===== src/rtl/dwalk_pkg.sv =====
package dwalk_pkg;

  // Control word layout (hardware and software agree on these positions)
  localparam int unsigned OWN_B     = 31;
  localparam int unsigned CMPL_B    = 30;
  localparam int unsigned SOP_B     = 29;
  localparam int unsigned EOP_B     = 28;
  localparam int unsigned OFS_LSB   = 23;
  localparam int unsigned TX_OFS_W  = 5;
  localparam int unsigned RX_OFS_W  = 3;
  localparam int unsigned CNT_W     = 16;
  localparam int unsigned WORD_W    = 32;
  localparam int unsigned DESC_BYTES = 8;
  localparam int unsigned DESC_SHIFT = 3;

  typedef enum logic [2:0] {
    W_IDLE = 3'd0,
    W_RCTL = 3'd1,
    W_WCTL = 3'd2,
    W_RADR = 3'd3,
    W_WADR = 3'd4,
    W_XFER = 3'd5,
    W_WB   = 3'd6
  } walk_state_e;

endpackage


===== src/rtl/dwalk_poll_timer.sv =====
module dwalk_poll_timer #(
  parameter int unsigned POLL_CYC = 16
) (
  input  logic clk,
  input  logic rst_n,
  input  logic clr,
  input  logic en,
  input  logic div4,
  output logic tick
);

  localparam int unsigned LONG_CYC = POLL_CYC * 4;
  localparam int unsigned TW       = $clog2(LONG_CYC + 1);

  logic [TW-1:0] cnt_q, cnt_d, limit;

  initial begin
    if (POLL_CYC < 2) $error("POLL_CYC must be at least 2");
  end

  always_comb begin
    limit = div4 ? TW'(LONG_CYC - 1) : TW'(POLL_CYC - 1);
    tick  = en && !clr && (cnt_q >= limit);
    if (clr || !en || tick) cnt_d = '0;
    else                    cnt_d = cnt_q + 1'b1;
  end

  always_ff @(posedge clk or negedge rst_n) begin
    if (!rst_n) cnt_q <= '0;
    else        cnt_q <= cnt_d;
  end

  AST_TICK_GAP: assert property (@(posedge clk) disable iff (!rst_n)
    tick |=> !tick);

  AST_NO_TICK_OFF: assert property (@(posedge clk) disable iff (!rst_n)
    !en |-> !tick);

endmodule


===== src/rtl/dwalk_ring_idx.sv =====
module dwalk_ring_idx #(
  parameter int unsigned IDX_W = 8
) (
  input  logic             clk,
  input  logic             rst_n,
  input  logic             clr,
  input  logic             adv,
  input  logic [IDX_W-1:0] len,
  output logic [IDX_W-1:0] idx
);

  logic [IDX_W-1:0] idx_q, idx_d;
  logic             at_last;

  always_comb begin
    at_last = (idx_q >= (len - 1'b1));
    idx_d   = idx_q;
    if (clr)          idx_d = '0;
    else if (adv)     idx_d = at_last ? '0 : idx_q + 1'b1;
  end

  always_ff @(posedge clk or negedge rst_n) begin
    if (!rst_n) idx_q <= '0;
    else        idx_q <= idx_d;
  end

  assign idx = idx_q;

  AST_IDX_STEP: assert property (@(posedge clk) disable iff (!rst_n)
    (adv && !clr) |=> (idx_q == '0) || (idx_q == $past(idx_q) + 1'b1));

  AST_IDX_HOLD: assert property (@(posedge clk) disable iff (!rst_n)
    (!adv && !clr) |=> $stable(idx_q));

endmodule


===== src/rtl/dwalk_ctl_fmt.sv =====
module dwalk_ctl_fmt
  import dwalk_pkg::*;
(
  input  logic [WORD_W-1:0]   ctl,
  input  logic                is_tx,
  input  logic [CNT_W-1:0]    moved,
  output logic                own,
  output logic                sop,
  output logic                eop,
  output logic [CNT_W-1:0]    len,
  output logic [TX_OFS_W-1:0] ofs,
  output logic [WORD_W-1:0]   wb_word
);

  logic [TX_OFS_W-1:0] ofs_tx, ofs_rx;

  always_comb begin
    own    = ctl[OWN_B];
    sop    = ctl[SOP_B];
    eop    = ctl[EOP_B];
    len    = ctl[CNT_W-1:0];
    ofs_tx = ctl[OFS_LSB +: TX_OFS_W];
    ofs_rx = TX_OFS_W'(ctl[OFS_LSB +: RX_OFS_W]);
    ofs    = is_tx ? ofs_tx : ofs_rx;

    wb_word              = ctl;
    wb_word[OWN_B]       = 1'b0;
    wb_word[CMPL_B]      = 1'b1;
    wb_word[CNT_W-1:0]   = moved;
  end

endmodule


===== src/rtl/dring_walker.sv =====
module dring_walker
  import dwalk_pkg::*;
#(
  parameter int unsigned ADDR_W   = 32,
  parameter int unsigned IDX_W    = 8,
  parameter int unsigned POLL_CYC = 16
) (
  input  logic                clk,
  input  logic                rst_n,
  input  logic                ch_rst,
  input  logic [ADDR_W-1:0]   cfg_base,
  input  logic [IDX_W-1:0]    cfg_len,
  input  logic                cfg_is_tx,
  input  logic                cfg_poll_en,
  input  logic                cfg_poll_div4,
  output logic                mem_req,
  output logic                mem_we,
  output logic [ADDR_W-1:0]   mem_addr,
  output logic [31:0]         mem_wdata,
  input  logic                mem_gnt,
  input  logic                mem_rvalid,
  input  logic [31:0]         mem_rdata,
  output logic                xfer_req,
  output logic [31:0]         xfer_addr,
  output logic [15:0]         xfer_len,
  output logic [4:0]          xfer_ofs,
  output logic                xfer_sop,
  output logic                xfer_eop,
  input  logic                xfer_done,
  input  logic [15:0]         xfer_count,
  output logic                desc_done,
  output logic [IDX_W-1:0]    cur_idx
);

  localparam logic [ADDR_W-1:0] ADR_WORD_OFS = ADDR_W'(DESC_BYTES / 2);

  walk_state_e       st_q, st_d;
  logic [WORD_W-1:0] ctl_q, ctl_d;
  logic [WORD_W-1:0] adr_q, adr_d;
  logic [CNT_W-1:0]  cnt_q, cnt_d;
  logic              done_q, done_d;

  logic              tick, adv;
  logic [IDX_W-1:0]  idx;
  logic [ADDR_W-1:0] desc_addr;

  logic                f_own, f_sop, f_eop;
  logic [CNT_W-1:0]    f_len;
  logic [TX_OFS_W-1:0] f_ofs;
  logic [WORD_W-1:0]   f_wb;
  logic                rd_own;

  dwalk_poll_timer #(.POLL_CYC(POLL_CYC)) u_timer (
    .clk   (clk),
    .rst_n (rst_n),
    .clr   (ch_rst),
    .en    (cfg_poll_en),
    .div4  (cfg_poll_div4),
    .tick  (tick)
  );

  dwalk_ring_idx #(.IDX_W(IDX_W)) u_idx (
    .clk   (clk),
    .rst_n (rst_n),
    .clr   (ch_rst),
    .adv   (adv),
    .len   (cfg_len),
    .idx   (idx)
  );

  dwalk_ctl_fmt u_fmt (
    .ctl     (ctl_q),
    .is_tx   (cfg_is_tx),
    .moved   (cnt_q),
    .own     (f_own),
    .sop     (f_sop),
    .eop     (f_eop),
    .len     (f_len),
    .ofs     (f_ofs),
    .wb_word (f_wb)
  );

  assign desc_addr = cfg_base + (ADDR_W'(idx) << DESC_SHIFT);
  assign rd_own    = mem_rdata[OWN_B];

  // Next-state logic
  always_comb begin
    st_d   = st_q;
    ctl_d  = ctl_q;
    adr_d  = adr_q;
    cnt_d  = cnt_q;
    done_d = 1'b0;
    adv    = 1'b0;

    unique case (st_q)
      W_IDLE: if (tick) st_d = W_RCTL;
      W_RCTL: if (mem_gnt) st_d = W_WCTL;
      W_WCTL: if (mem_rvalid) begin
        ctl_d = mem_rdata;
        st_d  = rd_own ? W_RADR : W_IDLE;
      end
      W_RADR: if (mem_gnt) st_d = W_WADR;
      W_WADR: if (mem_rvalid) begin
        adr_d = mem_rdata;
        st_d  = W_XFER;
      end
      W_XFER: if (xfer_done) begin
        cnt_d = xfer_count;
        st_d  = W_WB;
      end
      W_WB: if (mem_gnt) begin
        done_d = 1'b1;
        adv    = 1'b1;
        st_d   = W_RCTL;
      end
      default: st_d = W_IDLE;
    endcase

    if (ch_rst) begin
      st_d   = W_IDLE;
      done_d = 1'b0;
      adv    = 1'b0;
    end
  end

  // State registers
  always_ff @(posedge clk or negedge rst_n) begin
    if (!rst_n) begin
      st_q   <= W_IDLE;
      ctl_q  <= '0;
      adr_q  <= '0;
      cnt_q  <= '0;
      done_q <= 1'b0;
    end else begin
      st_q   <= st_d;
      ctl_q  <= ctl_d;
      adr_q  <= adr_d;
      cnt_q  <= cnt_d;
      done_q <= done_d;
    end
  end

  // Outputs
  always_comb begin
    mem_req   = (st_q == W_RCTL) || (st_q == W_RADR) || (st_q == W_WB);
    mem_we    = (st_q == W_WB);
    mem_addr  = (st_q == W_RADR) ? desc_addr + ADR_WORD_OFS : desc_addr;
    mem_wdata = (st_q == W_WB) ? f_wb : '0;
    xfer_req  = (st_q == W_XFER);
    xfer_addr = adr_q;
    xfer_len  = f_len;
    xfer_ofs  = f_ofs;
    xfer_sop  = f_sop;
    xfer_eop  = f_eop;
  end

  assign desc_done = done_q;
  assign cur_idx   = idx;

  AST_REQ_HOLD: assert property (@(posedge clk) disable iff (!rst_n || ch_rst)
    (mem_req && !mem_gnt) |=> (mem_req && $stable(mem_addr) && $stable(mem_we))
      || ch_rst);

  AST_XFER_HOLD: assert property (@(posedge clk) disable iff (!rst_n || ch_rst)
    (xfer_req && !xfer_done) |=> (xfer_req && $stable(xfer_addr) && $stable(xfer_len))
      || ch_rst);

  AST_ONE_AT_A_TIME: assert property (@(posedge clk) disable iff (!rst_n)
    !(mem_req && xfer_req));

  AST_WB_FLAGS: assert property (@(posedge clk) disable iff (!rst_n)
    (mem_req && mem_we) |-> (!mem_wdata[OWN_B] && mem_wdata[CMPL_B]));

  AST_DONE_PULSE: assert property (@(posedge clk) disable iff (!rst_n)
    desc_done |=> !desc_done);

  AST_NEXT_FETCH: assert property (@(posedge clk) disable iff (!rst_n)
    desc_done |-> (mem_req && !mem_we));

  AST_UNOWNED_STOP: assert property (@(posedge clk) disable iff (!rst_n)
    (st_q == W_WCTL && mem_rvalid && !rd_own && !ch_rst) |=> (!mem_req && !xfer_req));

  AST_CHRST_QUIET: assert property (@(posedge clk) disable iff (!rst_n)
    ch_rst |=> (!mem_req && !xfer_req && !desc_done));

endmodule


===== config.mk =====
export PLATFORM = sky130hd
export DESIGN_NAME = dring_walker
export DESIGN_NICKNAME = d
export VERILOG_FILES = /design/src/rtl/dwalk_pkg.sv /design/src/rtl/dwalk_poll_timer.sv /design/src/rtl/dwalk_ring_idx.sv /design/src/rtl/dwalk_ctl_fmt.sv /design/src/rtl/dring_walker.sv
export SDC_FILE = /design/constraint.sdc
export NUM_CORES = 1
export LEC_CHECK = 0
export BUFFER_PORTS_ARGS = -buffer_cell sky130_fd_sc_hd__buf_4
export CAP_MARGIN = 10
export CORE_ASPECT_RATIO = 1.1
export CORE_MARGIN = 8
export CORE_UTILIZATION = 46
export CTS_CLUSTER_SIZE = 20
export DETAILED_ROUTE_END_ITERATION = 8
export GPL_TIMING_DRIVEN = 0
export PLACE_DENSITY = 0.77
export SYNTH_ARGS = -nofsm -noshare
export SYNTH_HDL_FRONTEND = slang
export SYNTH_HIERARCHICAL = 1
export SYNTH_SLANG_ARGS = --single-unit

===== constraint.sdc =====
create_clock -name clk -period 2.9 [get_ports clk]
set_input_delay 0.145 -clock clk [delete_from_list [all_inputs] [get_ports clk]]
set_output_delay 0.145 -clock clk [all_outputs]
set_load 0.01 [all_outputs]

==> impl_summary.txt <==
----------------------------------------------------
[Critical path]
  Reg2Reg Depth ... 6
  Required arrival time at the worst endpoint ... 2.76 ns
  Max stage delay on crit path ... 0.43 ns
  Largest driver fanout on the critical path ... 5
  Gate family responsible for the most delay along the worst path ... compound AO/OA/AOI/OAI gates
  Stages on the worst setup path ... 12
  Cell breakdown of the critical path ... ha_4, fa_2, a211oi_2, o211a_1, o211ai_1, and3_1, o211a_4, or3b_4, o32ai_4, nand4_1, xnor2_2, buf_4
  WP buf/inv ... 1
  Critical Path Sink Type ... output port
  Data arrival at the endpoint of the critical path ... 3.63 ns
  Type of the setup path with the least slack ... flop to output port
  Critical Path Start Type ... flop
  Library cell contributing the largest single delay on the critical path ... dfrtp_2

[Synth]
  Count of warnings emitted by yosys ... 6
  Synth Cell Area ... 6490 µm²
  Post-synthesis average cell area ... 10.1 µm²
  Synthesized netlist net count ... 765
  Synthesized instance count ... 645

[Global routing]
  GR Util All Layers ... 21.2%
  Maximum number of pins on one net before global-route repair ... 98
  Number of antenna violations at the first check in global routing ... 0
  Global-route wire length before repair ... 30.8 mm
  Gr ovfl total ... 0
  Number of global-route vias before repair ... 5945

[Routing]
  Via-to-Cell Ratio ... 5.31
  Antenna viol nets, final ... 0
  Pre-Repair DR Iteration Count ... 5
  Number of DRC markers in iteration 0 ... 297
  Average wire per standard cell ... 18.0 µm
  Drt drc ... 0
  Via total after detailed routing ... 5825
  Drt total wl ... 19.8 mm

[Timing]
  Min Clock Period, post-route ... 3.77 ns
  Actual slew at the worst max-slew pin ... 0.871 ns
  Slew Viols, Final ... 0
  Setup repair after global routing missed its margin ... yes
  Worst setup margin ... -0.872 ns
  Hold Slack ... 0.0233 ns
  Final clock period utilization by the worst path ... 130%
  Achievable clock frequency ... 265 MHz
  Worst setup skew after layout ... 0.00975 ns
  Finish-stage setup viols ... 22
  Slew margin rel. ... 41.9%
  Final Hold Violating Endpoints ... 0

[Power]
  Internal ... 2.24 mW
  PnR Total Power ... 3.04 mW
  Relative contribution of sequential cells to total power ... 46.0%
  Peak VDD IR ... 0.000327 V
  Net switching power of the design ... 0.799 mW
  Total power divided by cell area ... 326 nW/µm²
  Part of the total power dissipated in the clock network ... 37.5%
  Combinational cell fraction of total power ... 16.4%
  Total leakage power ... 4.54 nW
  Switch share ... 26.3%

[Outcome]
  Status ... finished, violations left
  Violated checks ... setup timing

[Floorplanning]
  Std-Cell Rows ... 45
  Initial core utilization ... 47.0%
  Total core area ... 13800 µm²
  Die outline width ... 129 µm
  Die outline height ... 141 µm
  Die footprint ... 18200 µm²
  Number of placed I/O pins ... 228

[CTS]
  Clock tree from TritonCTS ... yes
  Clock insertion delay at the later pin of the skew report ... 0.34 ns
  Cell chosen for the clock root ... clkbuf_16
  Bufs on Longest Clock Path ... 2
  Clock-pin slew on the worst setup and hold paths ... 0.07 ns
  Inserted Clock Buffers ... 9
  CTS sink cnt ... 97
  H-Tree Level Count ... 3

[Layout]
  Share of post-route cells with drive strength above 1 ... 52.3%
  Commonest non-fill, non-tap cell in the layout ... buf_4
  # diodes ... 0
  Most used cells in the layout excluding fill and tap cells ... buf_4 (298), dfrtp_1 (92), mux2_2 (78), nand2_1 (45), and2_1 (36)
  Final-stage net count ... 1025
  Synthesis-to-finish area growth ... 43.4%

[Place]
  GP Congestion ... 0.903
  Count of input and output buffers ... 220
  HPWL after detailed placement ... 15.0 mm

[Worst hold path]
  Number of stages on the worst hold path ... 2
  Type of the tightest min-delay check ... primary input to flop

[Run]
  Max-cap violation count ... 0

----------------------------------------------------
==> flip-flops by register name (all words and copies together) (netlist names) <==
signal         flops
xfer_addr         32
st_q               3
cnt_q             16
u_idx/idx          8
ctl_q             30
u_timer/cnt_q      7
desc_done          1
==> path summary, 6_finish.rpt <==
| kind | end | startpoint | slack (ns) |
|---|---|---|---|
| max | mem_addr[31] | u_idx/idx[0] | -0.87 |
| min reg2reg | cnt_q[3] | cnt_q[3] | 0.51 |
| max in group asynchronous | u_idx/idx[5] | rst_n | 1.78 |
| min | st_q[0] | ch_rst | 0.02 |
| min in group asynchronous | ctl_q[3] | rst_n | 0.45 |
| max reg2reg | xfer_addr[6] | st_q[0] | 0.52 |
==> power by group through the flow <==
stage          clock (mW)  sequential [mW]  combinational (mW)
2_1_floorplan           0             1.42               0.218
3_3_place_gp            0             1.42               0.461
3_5_place_dp            0             1.42               0.467
4_1_cts              1.16             1.40               0.489
5_1_grt              1.22             1.40               0.541
6_report             1.14             1.40               0.499
==> what timing repair did <==
action                                  CTS  global route
endpoints found under the hold margin     0            27
gates resized for setup                  44            23
endpoints found under the setup margin   22            24
pin swaps                                25            11
hold buffers                              0             1
buffers inserted                         21             7
==> final cells by class <==
type | count | area, µm²
timing repair buffer | 249 | 1900
multi-input combinational | 462 | 3900
sequential | 97 | 2430
fill | 1097 | 4490
clock buffer | 10 | 229
tap | 188 | 235
clock inverter | 6 | 52.6
inverter | 10 | 37.5
buffer | 76 | 519
==> per-layer routing <==
metal	wire (µm)	global-route usage (%)	up-vias
met5	0	0	-
met4	413	6.25	0
met3	2520	10.7	36
met2	9420	35.0	269
met1	7400	23.4	2773
li1	-	-	2747
==> stage by stage <==
stage                     util (%)  cell area [µm²]  TNS, ns  setup slack [ns]  std cells
after global placement        61.2             8440    -8.51            -0.688       1053
after global routing          67.5             9310   -18.14             -1.03       1098
after CTS                     66.3             9150   -13.97            -0.907       1090
after floorplan                  -             6560    -1.53            -0.250        645
final                         67.5             9310   -14.93            -0.872       1098
after detailed placement      61.2             8440    -8.81            -0.729       1053
No activity file was read; power rests on OpenSTA's default activity.
